===== config.mk =====
export PLATFORM = sky130hd
export DESIGN_NAME = prio_bus_arbiter
export DESIGN_NICKNAME = d
export VERILOG_FILES = /design/src/rtl/prio_bus_arbiter.sv
export SDC_FILE = /design/constraint.sdc
export NUM_CORES = 1
export LEC_CHECK = 0
export BUFFER_PORTS_ARGS = -buffer_cell sky130_fd_sc_hd__buf_2
export CAP_MARGIN = 5
export CELL_PAD_IN_SITES_DETAIL_PLACEMENT = 2
export CELL_PAD_IN_SITES_GLOBAL_PLACEMENT = 2
export CORE_ASPECT_RATIO = 1.75
export CORE_MARGIN = 2
export CORE_UTILIZATION = 24
export DETAILED_ROUTE_END_ITERATION = 8
export GPL_TIMING_DRIVEN = 0
export HOLD_SLACK_MARGIN = 0.1
export MAX_ROUTING_LAYER = met4
export PLACE_DENSITY_LB_ADDON = 0.3
export SKIP_LAST_GASP = 1
export SLEW_MARGIN = 20
export SYNTH_ARGS = -nofsm -noshare
export SYNTH_HDL_FRONTEND = slang
export SYNTH_SLANG_ARGS = --single-unit

===== constraint.sdc =====
create_clock -name clk -period 3.6 [get_ports clk]
set_clock_uncertainty 0.2 [all_clocks]
set_input_delay 0.18 -clock clk [delete_from_list [all_inputs] [get_ports clk]]
set_output_delay 0.18 -clock clk [all_outputs]
set_load 0.01 [all_outputs]

===== src/rtl/prio_bus_arbiter.sv =====
module prio_bus_arbiter #(
  parameter int LEVELS = 4,
  parameter int CHAIN  = 4
) (
  input  logic                              clk,
  input  logic                              rst_n,
  input  logic [LEVELS-1:0]                 bus_req,
  input  logic [LEVELS*CHAIN-1:0]           want,
  input  logic                              bus_ack,
  input  logic                              msync,
  input  logic                              ssync,
  output logic [LEVELS-1:0]                 lvl_grant,
  output logic [LEVELS*CHAIN-1:0]           dev_grant,
  output logic                              owner_valid,
  output logic [$clog2(LEVELS*CHAIN)-1:0]   owner_id
);
  localparam int LW  = (LEVELS > 1) ? $clog2(LEVELS) : 1;
  localparam int PW  = (CHAIN > 1) ? $clog2(CHAIN) : 1;
  localparam int IDW = $clog2(LEVELS*CHAIN);

  typedef enum logic [1:0] {S_IDLE, S_GRANT, S_OWNED, S_CYCLE} st_t;
  st_t state;

  logic [LW-1:0]    win_lvl, lvl_q;
  logic             any_req;
  logic [CHAIN-1:0] chain_q, take;
  logic [CHAIN:0]   pass;
  logic [PW-1:0]    take_pos;
  logic             taker;

  always_comb begin
    win_lvl = '0;
    for (int l = 0; l < LEVELS; l++)
      if (bus_req[l]) win_lvl = LW'(l);
  end
  assign any_req = |bus_req;

  always_comb begin
    pass[0]  = 1'b1;
    take_pos = '0;
    for (int p = 0; p < CHAIN; p++) begin
      take[p]   = pass[p] & chain_q[p];
      pass[p+1] = pass[p] & ~chain_q[p];
      if (take[p]) take_pos = PW'(p);
    end
  end
  assign taker = ~pass[CHAIN];

  for (genvar l = 0; l < LEVELS; l++) begin : g_lvl
    wire on = (state == S_GRANT) && (lvl_q == LW'(l));
    assign lvl_grant[l] = on;
    assign dev_grant[l*CHAIN +: CHAIN] = on ? take : '0;
  end

  assign owner_valid = (state == S_OWNED) || (state == S_CYCLE);

  always_ff @(posedge clk) begin
    if (!rst_n) begin
      state    <= S_IDLE;
      lvl_q    <= '0;
      chain_q  <= '0;
      owner_id <= '0;
    end else begin
      case (state)
        S_IDLE:
          if (any_req && !msync && !ssync) begin
            lvl_q   <= win_lvl;
            chain_q <= want[int'(win_lvl)*CHAIN +: CHAIN];
            state   <= S_GRANT;
          end
        S_GRANT:
          if (!taker) state <= S_IDLE;
          else if (bus_ack) begin
            owner_id <= IDW'(int'(lvl_q)*CHAIN + int'(take_pos));
            state    <= S_OWNED;
          end
        S_OWNED:
          if (msync) state <= S_CYCLE;
        default:
          if (!msync && !ssync) state <= S_IDLE;
      endcase
    end
  end

  a_r4_one_level: assert property (@(posedge clk) disable iff (!rst_n)
    $onehot0(lvl_grant));
  a_r4_one_dev: assert property (@(posedge clk) disable iff (!rst_n)
    $onehot0(dev_grant));
  a_r3_dev_inside_level: assert property (@(posedge clk) disable iff (!rst_n)
    (|dev_grant) |-> (|lvl_grant));
  a_r5_no_req_no_grant: assert property (@(posedge clk) disable iff (!rst_n)
    (!(|lvl_grant) && !owner_valid && !(|bus_req)) |=> !(|lvl_grant));
  a_r7_busy_bus: assert property (@(posedge clk) disable iff (!rst_n)
    (!(|lvl_grant) && (msync || ssync)) |=> !(|lvl_grant));
  a_r6_drop_on_ack: assert property (@(posedge clk) disable iff (!rst_n)
    ((|dev_grant) && bus_ack) |=> (!(|lvl_grant) && owner_valid));
  a_r6_owner_stable: assert property (@(posedge clk) disable iff (!rst_n)
    (owner_valid && $past(owner_valid)) |-> $stable(owner_id));
  a_r8_grant_held: assert property (@(posedge clk) disable iff (!rst_n)
    ((|dev_grant) && !bus_ack) |=> ($stable(lvl_grant) && $stable(dev_grant)));
endmodule


==> metrics, run 1 <==
max_cap viols=0; Post-Syn Area=933.4 um2; Slew Limit Headroom=68.45%; critical path class=register to output pin; pin count of the biggest net entering global routing=11; CP startpoint kind=register; core area=3791 um2; status=finished clean; sw power=0.0001265 W; setup bufs post-CTS=0; first-pass GRT wire length=5547 um; Die H=86.50 um; Vias/cell=4.743; Crit. End Element=output pin; Detailed Route WL=3186 um; NumNets Final=208; GR peak layer=met2; Longest Clk Path Bufs=2; antenna violations before repair=0; Data arrival, critical path=1820 ps; CTS buffer count=3; IO Count=50; Setup violations, final=0; worst-skew pair later-pin latency=240 ps; internal cell power=0.0002956 W; Max Freq=454.8 MHz; TNS Setup=0 ps; delay-heaviest family, CP=simple AND/OR/NAND/NOR gates; Slowest-stage cell, CP=or3b_2; cells after synthesis=124; Syn-to-layout area delta=40.75%; clock-pin slew on the worst setup and hold paths=60 ps; Max FO, Critical Path=6; die area=4424 um2; total track usage=16.83%; maximum vdd ir drop=0.0001149 V; Slew @ Worst Pin=468.2 ps; htree depth=1; average cell area after synthesis=7.527 um2; Initial Utilization=24.62%; met1 global-route usage=15.11%; Synth Area in XOR/XNOR=0%; final worst-path cycle share=61.07%; FF+latch count, synth=12; unrepaired setup endpoints after global routing=false; CTS tree=built; Reg power frac=36.9%; hold-fix buffers at CTS=3; vias in the first global route=1206; number of routed nets with antenna violations=0; asr flop ratio synth=0%; Routed wire per std cell=14.10 um; Max stage delay on crit path=540 ps; DRC viols=0; count leader, synth=nor2_1; Synth area leader=dfxtp_1; Yosys top cell area share=25.74%; Static Leak=0.7076 nW; Most used DFF post-synth=dfxtp_1; worst min-delay path class=input port to register; GRT overflow=0; met3 Use GR=1.897%; Inst Count DP=219; worst endpoint required time=3220 ps; clock power share=35.1%; DPL Wire Length=2797 um; Root Buffer=clkbuf_8; Rows=30; gpl congestion=0.7149; syn_nets=153; Comb pwr share=28.0%; DRT Pass-1 Iters=3; number of synthesized flops with an enable pin=0; Port Buffer Count=47; Sw Share=29.97%; # clock sinks=12; Pwr Density=321.3 nW/um2; diodes inserted=0; Post-synth top cells=nor2_1 (21), dfxtp_1 (12), nand2_1 (12); post-route non-filler standard cell count=226; M2 GR Usage=33.65%; crit-path cells=ha_1 > or3b_2 > inv_1 > buf_4 > buf_2; Compound-Gate Fraction of Synth Area=18.90%; fin. max-slew vios=0; post-CTS sizing=0; layout cells sized above 1=38.76%; Bufs and invs on worst path=3; post-synthesis mux area share=7.507%; Yosys cell types=34; post-synthesis simple-gate area fraction=30.70%; total number of vias=1072; sequential-to-total area share from yosys stat=25.74%; die width=51.14 um; largest family of logic cells by synthesized area=simple AND/OR/NAND/NOR gates; Syn. warnings=0; minimum clock period=2199 ps; Iteration-0 DRC Markers=9; final hold vios=0; Synth Area in Adders=5.362%; leading post-synthesis cells by cell area=dfxtp_1 (26%), nor2_1 (8.4%), mux2i_1 (7.5%)
## logic make-up after synthesis
logic type / after synthesis
buffers and inverters: 21
AO/OA/AOI/OAI: 24
flip-flops: 12
adder cells (fa/ha/maj): 4
multiplexers: 7
AND/OR/NAND/NOR: 56
## worst paths after layout
kind,slack (ps),endpoint,from,depth (start not counted)
hold reg to reg,250,owner_id[1]$_SDFFE_PN0P_,owner_id[1]$_SDFFE_PN0P_,2
setup / recovery,1400,lvl_grant[0],state[0]$_SDFFE_PN0P_,5
hold / removal,140,owner_id[1]$_SDFFE_PN0P_,bus_ack,4
setup reg to reg,1660,owner_id[2]$_SDFFE_PN0P_,state[0]$_SDFFE_PN0P_,6
## registers in the layout, indices dropped and copies added, names as in the netlist
signal,cells
chain_q,4
state,2
owner_id,4
lvl_q,2
## per-layer routing
metal | part of all wire [%] | up-vias
li1 | - | 526
met2 | 61 | 46
met4 | 2.7 | 0
met1 | 32 | 491
met3 | 5.0 | 9
met5 | 0 | -
## metrics by stage
step	util [%]	instance area [um2]	hold WS [ps]	setup WS, ps	total power [W]
after floorplan	-	933.4	180.4	1894	0.0002318
after detailed placement	32.41	1229	247.3	1649	0.0002767
after CTS	34.65	1314	148.3	1389	0.0004297
after global placement	32.41	1229	237.4	1696	0.0002692
after global routing	34.65	1314	167.0	1312	0.0004496
final	34.65	1314	143.6	1401	0.0004221
## placed cells by master, fill, tap and decap left out, types with 3 or more instances in the layout
| master | Yosys | layout |
|---|---|---|
| inv_1 | 11 | 11 |
| nor2_1 | 21 | 21 |
| buf_4 | 4 | 4 |
| buf_2 | 1 | 48 |
| ha_1 | 4 | 4 |
| dlygate4sd3_1 | 0 | 3 |
| nand3_1 | 5 | 5 |
| a21oi_1 | 3 | 3 |
| or2_2 | 3 | 3 |
| clkbuf_1 | 3 | 3 |
| o21ai_0 | 9 | 9 |
| mux2i_1 | 7 | 7 |
| clkbuf_8 | 0 | 4 |
| nand2_1 | 12 | 12 |
| dfxtp_1 | 12 | 12 |
## area by class of cell
type                    instances  area [um2]
well taps                      48       60.06
fillers                       488        2477
repair buffers                 50       265.3
flip-flops and latches         12       240.2
plain buffers                  10       68.82
inverters                      11       41.29
multi-input cells              91       583.1
clock buffers                   4       55.05
## power groups by stage
stage / Sequential, W / Clock [W] / Combinational, W
global placement: 0.000157 / 0 / 0.000112
CTS: 0.000156 / 0.000152 / 0.000121
finish: 0.000156 / 0.000148 / 0.000118
global route: 0.000158 / 0.000157 / 0.000134
floorplan: 0.000155 / 0 / 0.0000770
detailed placement: 0.000159 / 0 / 0.000118
## worst register-to-register path, stage by stage, from the launching register on
cell	delay, ps
dfxtp_1	420
ha_1	320
o41ai_2	170
or2_2	290
clkbuf_1	180
nand3_1	130
o21ai_0	100
(Power assumes the default switching activity.)
==> run 2, diff against run 1 <==
CORE_UTILIZATION = 20   (was 24)
clock period = 1.9 ns   (was 3.6 ns; I/O delays follow)
==> run 2 against run 1 <==
Combinational power increased by 100%; wire length rose by 2.0%; sequential share of layout area shrank 0.39 points; largest power group unchanged; non-clock buffer count increased by 1; worst setup slack lost 1300 ps.
==> metrics, run 2 (same netlist as run 1, synthesis figures left out) <==
status=finished clean; Core Util, Final=30.52% (-4.1 points); Vias/cell=4.681 (-1.3%); NumNets Final=209 (+0.48%); Slowest-stage cell, CP=or3b_4; Root Buffer=clkbuf_8; pin count of the biggest net entering global routing=11 (unchanged); CP startpoint=state[1]$_SDFFE_PN0P_; Largest regs=chain_q x4, owner_id x4; DP Area=1232 um2 (+0.31%); total track usage=13.57% (-3.3 points); CTS tree=built; Max FO, Critical Path=6 (unchanged); Crit. path cell count=6 (+1); first-pass GRT wire length=5547 um (unchanged); delay-heaviest family, CP=simple AND/OR/NAND/NOR gates; Setup violations, final=0 (unchanged); Pwr Density=569.9 nW/um2 (+77%); leading cell type in the layout, fill and taps excluded=buf_2; Max stage delay on crit path=420 ps (-120 ps); CP endpoint=lvl_grant[0]; crit-path cells=inv_2 > ha_4 > or3b_4 > inv_1 > buf_4 > buf_2; Port Buffer Count=47 (unchanged); post-route non-filler standard cell count=229 (+1.3%); total number of vias=1072 (unchanged); Slew @ Worst Pin=375.0 ps (-93.16 ps); worst min-delay path class=input port to register; IO Count=50 (unchanged); Bufs and invs on worst path=4 (+1); Static Leak=0.7185 nW (+1.5%); Routed wire per std cell=14.19 um (+0.64%); Longest Clk Path Bufs=2 (unchanged); die area=5251 um2 (+19%); gpl congestion=0.7811 (+9.3%); area occupied by registers=242.7 um2 (+1.0%); maximum vdd ir drop=0.0001785 V (+55%); most frequent cells in the layout=buf_2 (48), nor2_1 (20), nand2_1 (12); final hold vios=0 (unchanged); DPL Wire Length=2780 um (-0.60%); GRT overflow=0 (unchanged); Rows=32 (+6.7%); reg-to-reg slack, setup=110 ps (-1550 ps); Inst Count DP=222 (+1.4%); diodes inserted=0 (unchanged); Max Freq=545.9 MHz; cells on worst reg2reg path=6 (unchanged); CP startpoint kind=register; Detailed Route WL=3249 um (+2.0%); Die H=94.37 um (+9.1%); worst-skew pair later-pin latency=240 ps (about the same); Data arrival, critical path=1540 ps (-280 ps); filler cell count=537 (+10%); # clock sinks=12 (unchanged); core area=4444 um2 (+17%); final worst-path cycle share=96.41%; Syn-to-layout area delta=45.31%; Iteration-0 DRC Markers=13 (+4); Multi-input gate area=621.8 um2 (+6.7%); layout cells sized above 1=42.13% (+3.4 points); DRC viols=0 (unchanged); Crit. End Element=output pin; clock-pin slew on the worst setup and hold paths=50 ps (about the same); minimum clock period=1832 ps; die width=55.64 um (+8.8%); number of routed nets with antenna violations=0 (unchanged); FF-to-FF Start=state[0]$_SDFFE_PN0P_; max_cap viols=0 (unchanged); htree depth=1 (unchanged); Worst R2R End=state[1]$_SDFFE_PN0P_; CTS buffer count=3 (unchanged); Slew Limit Headroom=75.00% (+6.6 points); vias in the first global route=1171 (-2.9%); DRT Pass-1 Iters=2 (-1); Initial Utilization=21.00% (-3.6 points); critical path class=register to output pin; fin. max-slew vios=0 (unchanged); antenna violations before repair=0 (unchanged); worst endpoint required time=1600 ps (-1620 ps); post-layout instance area=1356 um2 (+3.2%)
## run 2: cell types whose count changed in the layout (fill, tap and decap cells not counted), sizes merged
| cell | change |
|---|---|
| clkbuf | -1 |
| dlygate4sd3 | +1 |
## run 2: area by class of cell
class / instances / share of cell area (%)
multi-input cells: 91 / 45.85
repair buffers: 51 / 20.30
flip-flops and latches: 12 / 17.90
plain buffers: 10 / 5.166
well taps: 51 / 4.705
clock buffers: 3 / 3.044
inverters: 11 / 3.044
## run 2: per-stage QoR
step	setup WS, ps	setup TNS, ps	hold slack (ps)	total power [W]
6_report	68.18	0	82.92	0.0007730
2_1_floorplan	222.0	0	95.37	0.0004393
3_5_place_dp	3.174	0	258.2	0.0005237
4_1_cts	29.92	0	100.8	0.0007683
3_3_place_gp	82.31	0	221.1	0.0005104
5_1_grt	-5.447	-5.447	125.6	0.0008278
## run 2: layer usage
layer  routed length, um  track usage (%)  share of wire, %
met1                1135            13.29                35
met5                   0                -                 0
met4                  57            4.878               1.8
met2                1922            26.88                59
met3                 133            1.507               4.1
## run 2: tightest hold or removal path, stage by stage
cell     delay (ps)
buf_2           120
nand2_1          60
o21ai_0          80
a21oi_1         120
## run 2: worst min-delay path by stage
| stage | end | cells after the start | start | slack (ps) |
|---|---|---|---|---|
| detailed placement | chain_q[1]$_SDFFE_PN0P_ | 3 | rst_n | 260 |
| finish | owner_id[1]$_SDFFE_PN0P_ | 4 | bus_ack | 80 |
| global route | chain_q[1]$_SDFFE_PN0P_ | 4 | want[5] | 130 |
| CTS | chain_q[1]$_SDFFE_PN0P_ | 4 | want[5] | 100 |
| floorplan | chain_q[0]$_SDFFE_PN0P_ | 2 | want[12] | 100 |
| global placement | chain_q[2]$_SDFFE_PN0P_ | 3 | want[14] | 220 |
## run 2: what timing repair did
action                                  4_1_cts  5_1_grt
buffers inserted                              0        0
hold buffers                                  4        0
endpoints found under the hold margin         3        0
endpoints found under the setup margin       12       12
resized for setup                             6        6
## run 2: power by group
group / total [W] / switching [W] / internal (W) / leakage, nW
sequential: 0.000302 / 0.0000297 / 0.000272 / 0.0987
combinational: 0.000241 / 0.000121 / 0.000120 / 0.598
clock: 0.000230 / 0.0000904 / 0.000140 / 0.0216
total: 0.000773 / 0.000241 / 0.000532 / 0.718
